### src/rtl/ring_detect_pkg.sv
package ring_detect_pkg;

  localparam int SAMPLE_W = 16;

  localparam logic [SAMPLE_W-1:0] CODE_POS_FS  = 16'h7FFF;
  localparam logic [SAMPLE_W-1:0] CODE_NEG_FS  = 16'h8000;
  localparam logic [SAMPLE_W-1:0] CODE_FW_IDLE = 16'h04CC;
  localparam logic [SAMPLE_W-1:0] CODE_NONE    = 16'h0000;

  // Sample code for a given mode and polarity; positive wins if both are set.
  function automatic logic [SAMPLE_W-1:0] ring_code(input logic fw,
                                                    input logic pos,
                                                    input logic neg);
    if (pos)      return CODE_POS_FS;
    else if (neg) return CODE_NEG_FS;
    else if (fw)  return CODE_FW_IDLE;
    else          return CODE_NEG_FS;
  endfunction

  // Whether a rising edge on either polarity counts as a ring event.
  function automatic logic ring_qualify(input logic fw,
                                        input logic pos_rise,
                                        input logic neg_rise);
    return pos_rise | (fw & neg_rise);
  endfunction

endpackage

### src/rtl/rd_sync.sv
module rd_sync #(
  parameter int WIDTH  = 2,
  parameter int STAGES = 2
) (
  input  logic             clk,
  input  logic             rst_n,
  input  logic [WIDTH-1:0] async_i,
  output logic [WIDTH-1:0] sync_o
);

  for (genvar b = 0; b < WIDTH; b++) begin : g_bit
    logic [STAGES-1:0] chain_q;
    always_ff @(posedge clk or negedge rst_n) begin
      if (!rst_n) chain_q <= '0;
      else        chain_q <= {chain_q[STAGES-2:0], async_i[b]};
    end
    assign sync_o[b] = chain_q[STAGES-1];
  end

endmodule

### src/rtl/rd_oneshot.sv
module rd_oneshot #(
  parameter int HOLD_CYCLES = 625_000_000
) (
  input  logic clk,
  input  logic rst_n,
  input  logic trig_i,
  input  logic kill_i,
  output logic flag_o,
  output logic rise_o
);

  localparam int CW = $clog2(HOLD_CYCLES + 1);
  localparam logic [CW-1:0] LOAD = CW'(HOLD_CYCLES);
  localparam logic [CW-1:0] ONE  = CW'(1);

  logic [CW-1:0] cnt_q;
  logic          flag_q;
  logic          terminal;

  assign terminal = flag_q && (cnt_q == ONE);
  assign rise_o   = trig_i && !kill_i && !flag_q;
  assign flag_o   = flag_q;

  always_ff @(posedge clk or negedge rst_n) begin
    if (!rst_n) begin
      flag_q <= 1'b0;
      cnt_q  <= '0;
    end else if (kill_i) begin
      flag_q <= 1'b0;
      cnt_q  <= '0;
    end else if (trig_i) begin
      flag_q <= 1'b1;
      cnt_q  <= LOAD;
    end else if (terminal) begin
      flag_q <= 1'b0;
      cnt_q  <= '0;
    end else if (flag_q) begin
      cnt_q  <= cnt_q - ONE;
    end
  end

  assert_offhook_clear_R4: assert property (@(posedge clk) disable iff (!rst_n)
    kill_i |=> !flag_q);

  assert_event_sets_R3: assert property (@(posedge clk) disable iff (!rst_n)
    (trig_i && !kill_i) |=> flag_q);

  assert_fall_cause_R3: assert property (@(posedge clk) disable iff (!rst_n)
    $fell(flag_q) |-> ($past(kill_i) || $past(cnt_q) == ONE));

endmodule

### src/rtl/rd_sample_enc.sv
module rd_sample_enc
  import ring_detect_pkg::*;
(
  input  logic                clk,
  input  logic                rst_n,
  input  logic                own_i,
  input  logic                fw_i,
  input  logic                pos_i,
  input  logic                neg_i,
  output logic [SAMPLE_W-1:0] sample_o,
  output logic                vld_o
);

  always_ff @(posedge clk or negedge rst_n) begin
    if (!rst_n) begin
      sample_o <= CODE_NONE;
      vld_o    <= 1'b0;
    end else begin
      vld_o    <= own_i;
      sample_o <= own_i ? ring_code(fw_i, pos_i, neg_i) : CODE_NONE;
    end
  end

  assert_hw_codes_R8: assert property (@(posedge clk) disable iff (!rst_n)
    (vld_o && !$past(fw_i)) |-> (sample_o == CODE_POS_FS || sample_o == CODE_NEG_FS));

  assert_gate_R7: assert property (@(posedge clk) disable iff (!rst_n)
    !$past(own_i) |-> (sample_o == CODE_NONE));

endmodule

### src/rtl/ring_detect_ctrl.sv
module ring_detect_ctrl
  import ring_detect_pkg::*;
#(
  parameter int HOLD_CYCLES = 625_000_000,
  parameter int SYNC_STAGES = 2
) (
  input  logic        clk,
  input  logic        rst_n,
  input  logic        cmp_pos_i,
  input  logic        cmp_neg_i,
  input  logic        full_wave_i,
  input  logic        off_hook_i,
  input  logic        line_mon_i,
  input  logic        link_pd_i,
  input  logic        mask_wr_i,
  input  logic        mask_data_i,
  input  logic        irq_clr_i,
  output logic        pos_stat_o,
  output logic        neg_stat_o,
  output logic        ring_present_o,
  output logic        irq_o,
  output logic [15:0] sample_o,
  output logic        sample_vld_o
);

  logic [1:0] sync_w;
  logic       pos_s, neg_s;
  logic       pos_prev_q, neg_prev_q;
  logic       pos_rise, neg_rise;
  logic       ring_event;
  logic       flag_rise;
  logic       mask_q;
  logic       irq_q;
  logic       sample_own;

  rd_sync #(.WIDTH(2), .STAGES(SYNC_STAGES)) u_sync (
    .clk     (clk),
    .rst_n   (rst_n),
    .async_i ({cmp_neg_i, cmp_pos_i}),
    .sync_o  (sync_w)
  );

  assign pos_s = sync_w[0];
  assign neg_s = sync_w[1];

  always_ff @(posedge clk or negedge rst_n) begin
    if (!rst_n) begin
      pos_prev_q <= 1'b0;
      neg_prev_q <= 1'b0;
    end else begin
      pos_prev_q <= pos_s;
      neg_prev_q <= neg_s;
    end
  end

  assign pos_rise   = pos_s && !pos_prev_q;
  assign neg_rise   = neg_s && !neg_prev_q;
  assign ring_event = ring_qualify(full_wave_i, pos_rise, neg_rise);

  rd_oneshot #(.HOLD_CYCLES(HOLD_CYCLES)) u_oneshot (
    .clk    (clk),
    .rst_n  (rst_n),
    .trig_i (ring_event),
    .kill_i (off_hook_i),
    .flag_o (ring_present_o),
    .rise_o (flag_rise)
  );

  always_ff @(posedge clk or negedge rst_n) begin
    if (!rst_n) begin
      mask_q <= 1'b0;
      irq_q  <= 1'b0;
    end else begin
      if (mask_wr_i) mask_q <= mask_data_i;
      if (flag_rise && mask_q) irq_q <= 1'b1;
      else if (irq_clr_i)      irq_q <= 1'b0;
    end
  end

  assign irq_o      = irq_q;
  assign pos_stat_o = pos_s;
  assign neg_stat_o = neg_s;
  assign sample_own = !link_pd_i && !off_hook_i && !line_mon_i;

  rd_sample_enc u_enc (
    .clk      (clk),
    .rst_n    (rst_n),
    .own_i    (sample_own),
    .fw_i     (full_wave_i),
    .pos_i    (pos_s),
    .neg_i    (neg_s),
    .sample_o (sample_o),
    .vld_o    (sample_vld_o)
  );

  assert_irq_source_R5: assert property (@(posedge clk) disable iff (!rst_n)
    $rose(irq_q) |-> $past(flag_rise && mask_q));

  assert_irq_hold_R6: assert property (@(posedge clk) disable iff (!rst_n)
    (irq_q && !irq_clr_i) |=> irq_q);

  assert_event_priority_R6: assert property (@(posedge clk) disable iff (!rst_n)
    (flag_rise && mask_q && irq_clr_i) |=> irq_q);

endmodule

### config.mk
export PLATFORM = sky130hd
export DESIGN_NAME = ring_detect_ctrl
export DESIGN_NICKNAME = d
export VERILOG_FILES = /design/src/rtl/ring_detect_pkg.sv /design/src/rtl/rd_sync.sv /design/src/rtl/rd_oneshot.sv /design/src/rtl/rd_sample_enc.sv /design/src/rtl/ring_detect_ctrl.sv
export SDC_FILE = /design/constraint.sdc
export NUM_CORES = 1
export LEC_CHECK = 0
export BUFFER_PORTS_ARGS = -buffer_cell sky130_fd_sc_hd__buf_2
export CORE_ASPECT_RATIO = 1.2
export CORE_UTILIZATION = 30
export CTS_CLUSTER_SIZE = 8
export DETAILED_ROUTE_END_ITERATION = 8
export HOLD_SLACK_MARGIN = 0.15
export PLACE_DENSITY = 0.54
export SYNTH_ARGS = -nofsm -noshare
export SYNTH_HDL_FRONTEND = slang
export SYNTH_SLANG_ARGS = --single-unit
export TNS_END_PERCENT = 100
### constraint.sdc
create_clock -name clk -period 6.1 [get_ports clk]
set_clock_uncertainty 0.1 [all_clocks]
set_input_delay 1.525 -clock clk [delete_from_list [all_inputs] [get_ports clk]]
set_output_delay 1.525 -clock clk [all_outputs]
set_load 0.01 [all_outputs]
==> results.json <==
{
  "final_cell_mix": "dfrtp_1, buf_2, o21ai_0",
  "stdcell_count": 347,
  "ys_warn_count": 0,
  "met2_usage_pct": 24.7,
  "num-fill-cells": 786,
  "ios": 32,
  "switching_share_pct": 31.6,
  "grt-ovfl-total": 0,
  "max-cap-violations": 0,
  "synth_cells": 244,
  "cts_tree": "built",
  "final_antenna_net_count": 0,
  "slew_headroom_pct": 16.6,
  "drtPass1Iterations": 4,
  "reg2reg_slack_ns": 2.88,
  "tns_ns": 0,
  "core_sq_mm": 0.00736,
  "post-route-util_pct": 34.3,
  "place_hpwl_um": 3880,
  "drc": 0,
  "use_met1_pct": 20.5,
  "grt_use_met3_pct": 2.62,
  "reg2reg_to": "u_oneshot.cnt_q[28]",
  "die_h_um": 98.2,
  "path_clk_slew_ns": 0.09,
  "p_leak_nw": 1.13,
  "grt_pass1_vias": 1859,
  "max-vdd-ir-drop_uv": 158,
  "r2r_cells": 5,
  "holdCritPathClass": "reg2reg",
  "p_per_area_mw_per_mm2": 263,
  "totalWireLength_um": 5700,
  "clock-sinks": 43,
  "p_comb_share_pct": 21.6,
  "finalNetCount": 269,
  "critPathLaunchType": "flop",
  "fmax_mhz": 310,
  "grt-busiest-layer": "met2",
  "synthToLayoutAreaGrowth_pct": 9.03,
  "worst_slew_pin_slew_ns": 1.24,
  "startpoint": "u_oneshot.cnt_q[8]",
  "grt_pass1_wl_um": 9540,
  "ys_ff_latch": 43,
  "path_class": "reg2reg",
  "holdBufCountCts": 0,
  "crit_path_cell_trace": "nor4_2 -> nand4_1 -> o21ai_1 -> o21ai_0 -> mux2_2",
  "antenna_found_initial": 0,
  "cp-endpoint": "u_oneshot.cnt_q[28]",
  "cpMaxStageDelayCell": "o21ai_1",
  "post_cts_buffers": 0,
  "viasPerCell": 5.61,
  "cp_top_family": "compound AO/OA/AOI/OAI gates",
  "grt_usage_pct": 15.5,
  "intPower_mw": 0.454,
  "seqPwrFrac_pct": 48.3,
  "setup_violations": 0,
  "status": "finished, final reports clean",
  "cts_resized": 0,
  "pwr-share-clk_pct": 30.1,
  "hold_viol": 0,
  "yosysSeqAreaShare_pct": 46.5,
  "cp.depth": 5,
  "cts-buffers-inserted": 5,
  "yosys.cell_types.count": 47,
  "avgSynthCellArea_sq_um": 9.48,
  "rsz0062_at_grt": "no",
  "finalWeightedCongestion": 0.773,
  "slew_viol_final": 0,
  "crit_buf_inv": 0,
  "grt_start_max_net_pins": 44,
  "cts_root_buffer": "clkbuf_8",
  "clock_latency_ns": 0.29,
  "num_rows": 34,
  "finalCriticalPeriod_ns": 3.22,
  "p_switching_mw": 0.209,
  "dp_cells": 339,
  "syn_area_sq_mm": 0.00231,
  "diodes": 0,
  "drive_gt1_share_pct": 18.7,
  "endpoint_kind": "flop",
  "timing.final.crit_share_pct": 52.8,
  "dr.first_iter.drc_count": 142,
  "die_x_um": 82.2,
  "syn-num-nets": 257,
  "io_buffers": 31,
  "crit_path_max_incr_delay_ns": 1.08,
  "die-area_sq_mm": 0.00807,
  "cts_max_path_buffers": 2,
  "crit_arrival_ns": 3.31,
  "htreeDepth": 2,
  "routedWlPerCell_um": 16.4,
  "crit_fanout": 20,
  "cp.required_ns": 6.19,
  "start_util_pct": 31.4,
  "final_common_cell": "dfrtp_1",
  "vias": 1946,
  "r2r-start": "u_oneshot.cnt_q[8]"
}
[synth_stat cells, drive strengths merged]
| cell type | count | share of area, % |
|---|---|---|
| or4b | 1 | 0.59 |
| ha | 2 | 1.1 |
| nand2b | 1 | 0.27 |
| nor2b | 2 | 0.54 |
| nand2 | 12 | 1.9 |
| mux2 | 2 | 0.97 |
| a22o | 4 | 1.5 |
| buf | 16 | 5.4 |
| nand3 | 7 | 1.5 |
| o41ai | 3 | 1.1 |
| inv | 8 | 1.3 |
| nor4 | 13 | 4.1 |
| xor2 | 2 | 0.76 |
| nor3 | 13 | 2.8 |
| or3b | 1 | 0.38 |
| o22ai | 2 | 0.54 |
| a2bb2oi | 1 | 0.38 |
| o2111ai | 1 | 0.38 |
| or3 | 8 | 2.2 |
| a221o | 1 | 0.43 |
| and2 | 3 | 0.81 |
| a22oi | 1 | 0.32 |
| and4 | 2 | 0.76 |
| o2bb2ai | 2 | 0.76 |
| a21boi | 2 | 0.65 |
| or2 | 2 | 0.54 |
| o41a | 1 | 0.54 |
| o31a | 1 | 0.38 |
| o21ai | 23 | 5.0 |
| clkbuf | 11 | 1.8 |
| a21o | 3 | 0.97 |
| a21oi | 13 | 2.8 |
| or4 | 8 | 2.8 |
| nand3b | 1 | 0.32 |
| a31oi | 7 | 1.9 |
| nor2 | 12 | 1.9 |
| nand4 | 4 | 1.1 |
| and3b | 1 | 0.38 |
| nor4b | 2 | 0.76 |
| dfrtp | 43 | 47 |
| mux2i | 2 | 0.87 |
[cell families after synthesis]
kind of cell / after synthesis / synth area share, %
xor gates and xnor gates: 2 / 0.757
AOI/OAI and AO/OA: 65 / 17.7
buffers and inverters: 35 / 8.49
DFF: 43 / 46.5
and+or+nand+nor: 93 / 23.6
muxes: 4 / 1.84
adders and majority gates: 2 / 1.08
[power by group through the flow]
stage               Sequential (mW)  Combinational (mW)  Clock (mW)
finish                        0.320               0.143       0.199
global placement              0.325               0.142           0
detailed placement            0.325               0.142           0
CTS                           0.320               0.143       0.206
floorplan                     0.321               0.108           0
global route                  0.323               0.158       0.215
[per-stage QoR]
| step | setup slack (ns) | hold slack, ns | power [mW] | cell area, sq um |
|---|---|---|---|---|
| final | 2.88 | 0.255 | 0.663 | 2520 |
| after global routing | 2.58 | 0.260 | 0.696 | 2520 |
| after CTS | 2.88 | 0.258 | 0.668 | 2520 |
| after detailed placement | 2.72 | 0.239 | 0.467 | 2420 |
| after global placement | 2.72 | 0.236 | 0.467 | 2420 |
| after floorplan | 3.23 | 0.231 | 0.429 | 2310 |
[registers in the layout, summed over array words and instances, names as in the netlist]
register / count
u_oneshot.flag_o: 1
neg_prev_q: 1
u_enc.sample_o: 3
pos_prev_q: 1
mask_q: 1
u_enc.vld_o: 1
irq_o: 1
u_sync.g_bit.chain_q: 4
u_oneshot.cnt_q: 30
[routing by layer]
| layer | vias to the layer above | wire length (um) |
|---|---|---|
| li1 | 915 | - |
| met1 | 967 | 2580 |
| met2 | 54 | 2760 |
| met3 | 10 | 249 |
| met4 | 0 | 109 |
| met5 | - | 0 |
[area by class of cell]
type,instances,area [sq um],share of cell area (%)
tap,90,113,4.46
timing repair buffer,32,163,6.45
sequential,43,1080,42.7
inverter,8,30.0,1.19
clock buffer,8,100,3.97
multi-input combinational,166,1040,41.3
[how the worst min path moves through the flow]
| stage | start | endpoint | cells past startpoint |
|---|---|---|---|
| after floorplan | u_sync.g_bit[0].chain_q[0] | u_sync.g_bit[0].chain_q[1] | 0 |
| after global placement | u_sync.g_bit[0].chain_q[0] | u_sync.g_bit[0].chain_q[1] | 0 |
| after detailed placement | u_sync.g_bit[0].chain_q[0] | u_sync.g_bit[0].chain_q[1] | 0 |
| after CTS | u_sync.g_bit[0].chain_q[0] | u_sync.g_bit[0].chain_q[1] | 0 |
| after global routing | u_sync.g_bit[0].chain_q[0] | u_sync.g_bit[0].chain_q[1] | 0 |
| final | u_sync.g_bit[0].chain_q[0] | u_sync.g_bit[0].chain_q[1] | 0 |
No activity file was read; power rests on OpenSTA's default activity.
